### config.mk
export PLATFORM = sky130hd
export DESIGN_NAME = sram_wr_seq
export DESIGN_NICKNAME = d
export VERILOG_FILES = /design/src/rtl/sram_wr_seq.sv
export SDC_FILE = /design/constraint.sdc
export NUM_CORES = 1
export LEC_CHECK = 0
export ABC_AREA = 1
export CAP_MARGIN = 30
export CORE_AREA = 2 2 47 82
export CTS_BUF_LIST = sky130_fd_sc_hd__clkbuf_4
export CTS_CLUSTER_DIAMETER = 30
export CTS_CLUSTER_SIZE = 20
export DETAILED_ROUTE_END_ITERATION = 7
export DIE_AREA = 0 0 49 84
export PLACE_DENSITY = 0.86
export RECOVER_POWER = 100
export SLEW_MARGIN = 30
export SYNTH_ARGS = -nofsm -noshare
export SYNTH_HDL_FRONTEND = slang
export SYNTH_SLANG_ARGS = --single-unit
### constraint.sdc
create_clock -name clk -period 1.5 [get_ports clk]
set_input_delay 0.375 -clock clk [delete_from_list [all_inputs] [get_ports clk]]
set_output_delay 0.375 -clock clk [all_outputs]
set_load 0.02 [all_outputs]
### src/rtl/sram_wr_seq.sv
module sram_wr_seq #(
  parameter int ADDR_W      = 17,
  parameter int DATA_W      = 8,
  parameter int CLK_NS      = 10,
  parameter int OE_TIED_LOW = 0,
  parameter int T_WC_NS     = 70,
  parameter int T_AW_NS     = 60,
  parameter int T_WP_NS     = 50,
  parameter int T_DW_NS     = 30,
  parameter int T_WHZ_NS    = 25
) (
  input  logic              clk,
  input  logic              rst_n,
  input  logic              req,
  input  logic [ADDR_W-1:0] req_addr,
  input  logic [DATA_W-1:0] req_data,
  output logic              busy,
  output logic              done,
  output logic [ADDR_W-1:0] sram_addr,
  output logic              sram_cs_n,
  output logic              sram_cs,
  output logic              sram_we_n,
  output logic              sram_oe_n,
  output logic [DATA_W-1:0] dq_out,
  output logic              dq_oe
);

  localparam int L_WP   = (T_WP_NS + CLK_NS - 1) / CLK_NS;
  localparam int L_DW   = (T_DW_NS + CLK_NS - 1) / CLK_NS;
  localparam int L_AW   = (T_AW_NS + CLK_NS - 1) / CLK_NS;
  localparam int L_WC   = (T_WC_NS + CLK_NS - 1) / CLK_NS;
  localparam int L_HZ   = (OE_TIED_LOW != 0) ? (T_WHZ_NS + CLK_NS - 1) / CLK_NS : 0;
  localparam int L_A    = (L_WP > L_HZ + L_DW) ? L_WP : L_HZ + L_DW;
  localparam int L_B    = (L_A > L_AW - 1) ? L_A : L_AW - 1;
  localparam int L_LOW  = (L_B > 1) ? L_B : 1;
  localparam int L_DRV  = L_LOW - L_HZ;
  localparam int L_TAIL = (L_WC - 1 - L_LOW > 1) ? L_WC - 1 - L_LOW : 1;
  localparam int CNT_W  = $clog2(L_WC + L_LOW + 2);

  typedef enum logic [2:0] {S_IDLE, S_SETUP, S_HIZ, S_DRIVE, S_TAIL} state_t;

  state_t             state;
  logic [CNT_W-1:0]   cnt;
  logic [DATA_W-1:0]  data_q;
  logic               sel_on;

  always_ff @(posedge clk or negedge rst_n) begin
    if (!rst_n) begin
      state     <= S_IDLE;
      cnt       <= '0;
      sram_addr <= '0;
      data_q    <= '0;
    end else begin
      case (state)
        S_IDLE: if (req) begin
          state     <= S_SETUP;
          cnt       <= '0;
          sram_addr <= req_addr;
          data_q    <= req_data;
        end
        S_SETUP: if (L_HZ > 0) begin
          state <= S_HIZ;
          cnt   <= CNT_W'(L_HZ - 1);
        end else begin
          state <= S_DRIVE;
          cnt   <= CNT_W'(L_DRV - 1);
        end
        S_HIZ: if (cnt == '0) begin
          state <= S_DRIVE;
          cnt   <= CNT_W'(L_DRV - 1);
        end else cnt <= cnt - 1'b1;
        S_DRIVE: if (cnt == '0) begin
          state <= S_TAIL;
          cnt   <= CNT_W'(L_TAIL - 1);
        end else cnt <= cnt - 1'b1;
        S_TAIL: if (cnt == '0) state <= S_IDLE;
                else cnt <= cnt - 1'b1;
        default: state <= S_IDLE;
      endcase
    end
  end

  assign sel_on    = (state == S_SETUP) || (state == S_HIZ) || (state == S_DRIVE);
  assign sram_cs_n = !sel_on;
  assign sram_cs   = sel_on;
  assign sram_we_n = !((state == S_HIZ) || (state == S_DRIVE));
  assign sram_oe_n = (OE_TIED_LOW == 0);
  assign dq_oe     = (state == S_DRIVE);
  assign dq_out    = data_q;
  assign busy      = (state != S_IDLE);
  assign done      = (state == S_TAIL) && (cnt == '0);

  AST_WE_INSIDE_SEL: assert property (@(posedge clk) disable iff (!rst_n)
    !sram_we_n |-> (!sram_cs_n && sram_cs));
  AST_SEL_BEFORE_WE: assert property (@(posedge clk) disable iff (!rst_n)
    $fell(sram_we_n) |-> $past(!sram_cs_n && sram_cs && sram_we_n));
  AST_DRIVE_IN_PULSE: assert property (@(posedge clk) disable iff (!rst_n)
    dq_oe |-> !sram_we_n);
  AST_ADDR_HELD: assert property (@(posedge clk) disable iff (!rst_n)
    (busy && $past(busy)) |-> $stable(sram_addr));
  AST_DONE_SINGLE: assert property (@(posedge clk) disable iff (!rst_n)
    done |=> !done);
  AST_DONE_BUSY: assert property (@(posedge clk) disable iff (!rst_n)
    done |-> (busy && sram_we_n && !dq_oe));
endmodule

; ---- After elaboration in Yosys (flattened, before gate mapping)
; Index checks and enable logic that the tools add are counted.
; Widths: inputs -> output; s select.
[totals]
reg_bits = 32
in_bits = 28
out_inout_bits = 32
[op_classes]
addsub = 1
eq_ne = 9
muxes = 10
reduce_logical = 13
[ops]
columns = op, count
row1 = $pmux 4 s5, 1
row2 = $mux 4, 4
row3 = $pmux 3 s5, 1
row4 = $mux 3, 4
row5 = $ne 2x2->1 const B, 4
row6 = $eq 3x2->1 const B, 2
row7 = $reduce_bool 5->1, 1
row8 = $logic_not 4->1, 1
row9 = $reduce_and 4->1, 1
row10 = $sub 4x1->4 const B, 1
row11 = $eq 3x1->1 const B, 1
row12 = $eq 3x3->1 const B, 1
row13 = $logic_not 3->1, 1
row14 = $logic_or 1x1->1, 3
row15 = $reduce_and 3->1, 1
row16 = $reduce_bool 3->1, 1
row17 = $logic_not 1->1, 2
row18 = $ne 2x1->1 const B, 1
row19 = $reduce_and 2->1, 1
row20 = $logic_and 1x1->1, 1

; ---- Logic depth before layout (Yosys ltp)
; Gate-level depths: netlist (run 1).
[logic_depth]
ltp_word = 4
depth_mapped = 7
depth_no_buf = 7

; ---- Worst setup path after synthesis (run 1)
; OpenSTA, ideal clock, no wires.
[synth_path]
kind = register to output
startpoint = register cnt[0]
endpoint = output port done
arrival_time_ns = 1.067
t_required_ns = 1.125
setup_slack_ns = 0.058
stages_incl_launch_ff = 5
path_buffers = 0
path_cell_list = dfrtp_1 > inv_1 > ha_1 > nand2_1 > nor2_1
[synth_via]
elab_chain_len = 2
[synth_rtl]
columns = item, line
row1 = "start, declared", 43  ; logic [CNT_W-1:0] cnt;
row2 = "start signal, assigned", 63  ; cnt <= CNT_W'(L_HZ - 1);
row3 = "start signal, assigned", 66  ; cnt <= CNT_W'(L_DRV - 1);
row4 = "start signal, assigned", 70  ; cnt <= CNT_W'(L_DRV - 1);
row5 = $logic_not 4->1, 91  ; assign done = (state == S_TAIL) && (cnt == '0);
row6 = $logic_and 1x1->1, 91
row7 = "end, declared", 18  ; output logic done,
; Every way passes these cells.

; ---- Worst setup path after layout (run 1)
[layout_path]
startpoint = register cnt[1]
endpoint = output port done
; The elaborated chain is that of the path after synthesis.

==> key figures, run 1 <==
Synth
  – Post-synth top area cell: dfrtp_1
  – Count leader, synth: nand2_1
  – Mapped Cells: 180
  – Predominant post-synthesis flop cell: dfrtp_1
  – Post-synth ARST share: 1.00
  – Synth area leaders: dfrtp_1 (54%), nand2_1 (17%), nand3_1 (13%)
  – Most instantiated cells after synthesis: nand2_1 (67), nand3_1 (38), dfrtp_1 (32)
  – Synthesized area: 1490 um2
  – Synth cell types: 20
  – Warnings, synthesis: 0
  – Average size of a mapped cell: 8.26 um2
  – Seq/Total Area, Yosys: 0.539
  – #FFs+latches synth: 32
  – Number of synthesized flops with an enable pin: 0
  – Top-area cell type share of the netlist area: 0.539
  – Synthesized Nets: 209

Final layout
  – P&R area growth vs syn: 59.0%
  – Post-layout util: 0.672
  – Layout cells sized above 1: 0.218
  – Antenna Cells: 0
  – FILL cells: 313
  – Design area: 2360 um2
  – Non-filler cells in the finished layout: 307
  – Final #Nets: 289

GRT
  – Grt met1 use: 0.211
  – Met2 usage: 0.367
  – Vias in the first global route: 1542
  – Initial antenna violation count: 0
  – Most Crowded Layer GR: met2
  – GR Util All Layers: 0.211
  – Total gr overflow: 0
  – Largest net degree at the start of global routing: 33
  – Grt met3 use: 0.0591
  – First-pass GRT wire length: 6610 um

Route
  – ANT nets after route: 0
  – Pre-antenna DRT Iters: 4
  – Via count: 1494
  – Wire per inst: 12.7 um
  – Remaining DRCs: 0
  – Vias per cell: 4.87
  – WL final: 3890 um
  – DRT iter0 DRCs: 46

Worst setup path
  – Crit. End Element: output port
  – Crit path cell chain: inv_1 -> ha_2 -> nand2_2 -> nor2_4 -> buf_6
  – CP Launch Type: register
  – Kind of critical path: reg2out
  – Critical Path Start: cnt[1]$_DFFE_PN0P_
  – Crit path max-delay cell type: dfrtp_1
  – Worst r2r src: cnt[1]$_DFFE_PN0P_
  – Worst Path Required: 1120 ps
  – CP Max Fanout: 2
  – CP arrival: 1300 ps
  – CP top delay family: flip-flops
  – CP bufs+invs: 2
  – CP peak stage delay: 400 ps

Power and ir drop
  – Leak: 1.27 nW
  – Total Power: 4.89 mW
  – Peak supply drop: 1.41 mV
  – Pwr Density: 2070 nW/um2

Die
  – Cell Rows: 29
  – Starting density of the core: 0.422
  – Placeable core region: 3520 um2
  – IO Pins: 60
  – Die Width: 49 um
  – Vert. Die Dim: 84 um
  – Die Footprint: 4120 um2

Timing
  – Slew @ Worst Pin: 794 ps
  – Final slew viol count: 0
  – Setup WS post-layout: -179 ps
  – RSZ-0062 raised after global routing: true
  – Final min period: 1680 ps
  – Setup Skew: 11.2 ps
  – Fmax: 0.596 GHz
  – Final setup violation count: 8
  – Slew margin rel.: 0.471
  – Final worst path period share: 1.12
  – Hold Violations, Final: 0

Worst hold path
  – Worst Hold Launch: sram_addr[1]$_DFFE_PN0P_
  – Hold Crit Class: reg2reg

Clock network
  – Hold buffer count at CTS: 0
  – Max clock buf depth: 2
  – CTS Buf Count: 5
  – Clock slew at reported path FFs: 100 ps
  – Worst skew pair latency: 330 ps
  – Clk sinks: 32
  – TritonCTS clock tree: yes
  – H-tree levels: 2
  – Clk root buf: clkbuf_4

Status
  – Status: finished with violations
  – Failing checks: negative setup slack

Placed design
  – DP Cell Count: 297
  – DP HPWL: 2830 um
  – RePlAce Congestion: 0.862
  – Placed Instance Area: 2250 um2
  – Port Buffers: 58
  – Pre-CTS setup slack: -300 ps

Job
  – Max Cap Viol: 0
repair_timing:
| item | 4_1_cts | 5_1_grt |
|---|---|---|
| buffers inserted | 1 | 1 |
| pin swaps | 3 | 2 |
| setup endpoints to repair | 56 | 32 |
| gates resized for setup | 71 | 7 |
power by group:
part	switching (mW)	internal, mW	total, mW
Sequential	0.221	1.25	1.47
Clock	0.288	0.367	0.655
Combinational	1.60	1.16	2.76
layout by cell type (no fill, tap or decap):
cell type / instances
nand2_4: 1
nand2_1: 67
nor2_2: 2
clkdlybuf4s50_1: 26
dlygate4sd3_1: 1
buf_12: 1
dfrtp_1: 31
nor2_4: 5
clkdlybuf4s15_1: 1
clkbuf_2: 1
nand2_8: 1
inv_1: 9
buf_4: 18
bufinv_16: 1
buf_6: 8
dfrtp_2: 1
nand3b_1: 1
inv_2: 6
nand2_2: 2
o21bai_1: 1
ha_2: 1
nand4_1: 2
o21ai_0: 1
conb_1: 1
or2_2: 1
clkdlybuf4s15_2: 1
clkinv_2: 1
nand3_1: 38
clkbuf_4: 6
dlygate4sd2_1: 24
nor2_1: 1
worst paths after layout:
| check | slack [ps] | depth (start not counted) | to |
|---|---|---|---|
| min in group asynchronous | 640 | 2 | cnt[3]$_DFFE_PN0P_ |
| setup / recovery | -180 | 5 | done |
| hold reg to reg | 470 | 2 | sram_addr[1]$_DFFE_PN0P_ |
| max in group asynchronous | 300 | 2 | state[2]$_DFFE_PN0P_ |
| hold / removal | 470 | 2 | sram_addr[1]$_DFFE_PN0P_ |
| setup reg to reg | -30 | 8 | cnt[2]$_DFFE_PN0P_ |
routing by layer:
metal | vias up | wire length, um
met1 | 696 | 1390
met4 | 0 | 170
met2 | 51 | 2150
met3 | 15 | 181
li1 | 732 | -
met5 | - | 0
flip-flops by register name, indices dropped and copies added, names as in the netlist:
register / cells
cnt: 4
state: 3
sram_addr: 17
dq_out: 8
through the flow:
step                      hold slack [ps]  TNS [ps]
after floorplan                      79.4         0
after global placement                453     -2100
after detailed placement              459     -3110
after CTS                             385      -862
after global routing                  510     -3400
final                                 473      -821
logic make-up (layout without fill, tap and decap cells):
family / Yosys count / count (layout) / share of synthesized area
flip-flops: 32 / 32 / 0.539
AND/OR/NAND/NOR: 121 / 121 / 0.365
adder cells (fa/ha/maj): 1 / 1 / 0.00842
buffers and inverters: 23 / 104 / 0.0766
AO/OA/AOI/OAI: 2 / 2 / 0.00842
other: 1 / 1 / 0.00252
layout make-up:
class                      instances  area [um2]  share of cell area
sequential                        32         802               0.339
timing repair buffer              81         752               0.318
multi-input combinational        125         616               0.260
tap                               46        57.6              0.0244
inverter                          15        56.3              0.0238
clock buffer                       6        45.0              0.0191
clock inverter                     2        35.0              0.0148
tightest hold or removal path, delay by kind of cell, from the launching register on:
| family | cells | cell delay [ps] |
|---|---|---|
| flip-flops | 1 | 350 |
| AND/OR/NAND/NOR | 2 | 100 |
No activity file was read; power rests on OpenSTA's default activity.
==> inputs of run 2 (changes only) <==
--- a/config.mk
+++ b/config.mk
@@ -15,7 +15,6 @@
 export DIE_AREA = 0 0 49 84
 export PLACE_DENSITY = 0.86
 export RECOVER_POWER = 100
-export SLEW_MARGIN = 30
 export SYNTH_ARGS = -nofsm -noshare
 export SYNTH_HDL_FRONTEND = slang
 export SYNTH_SLANG_ARGS = --single-unit
==> results of run 2 <==
Final layout, timing and power as in run 1 (identical DEF).
==> inputs of run 3 (changes only) <==
--- a/config.mk
+++ b/config.mk
@@ -13,6 +13,7 @@
 export CTS_CLUSTER_SIZE = 20
 export DETAILED_ROUTE_END_ITERATION = 7
 export DIE_AREA = 0 0 49 84
+export HOLD_SLACK_MARGIN = 0.12
 export PLACE_DENSITY = 0.86
 export RECOVER_POWER = 100
 export SYNTH_ARGS = -nofsm -noshare
==> results of run 3 <==
Final layout, timing and power as in run 1 (identical DEF).
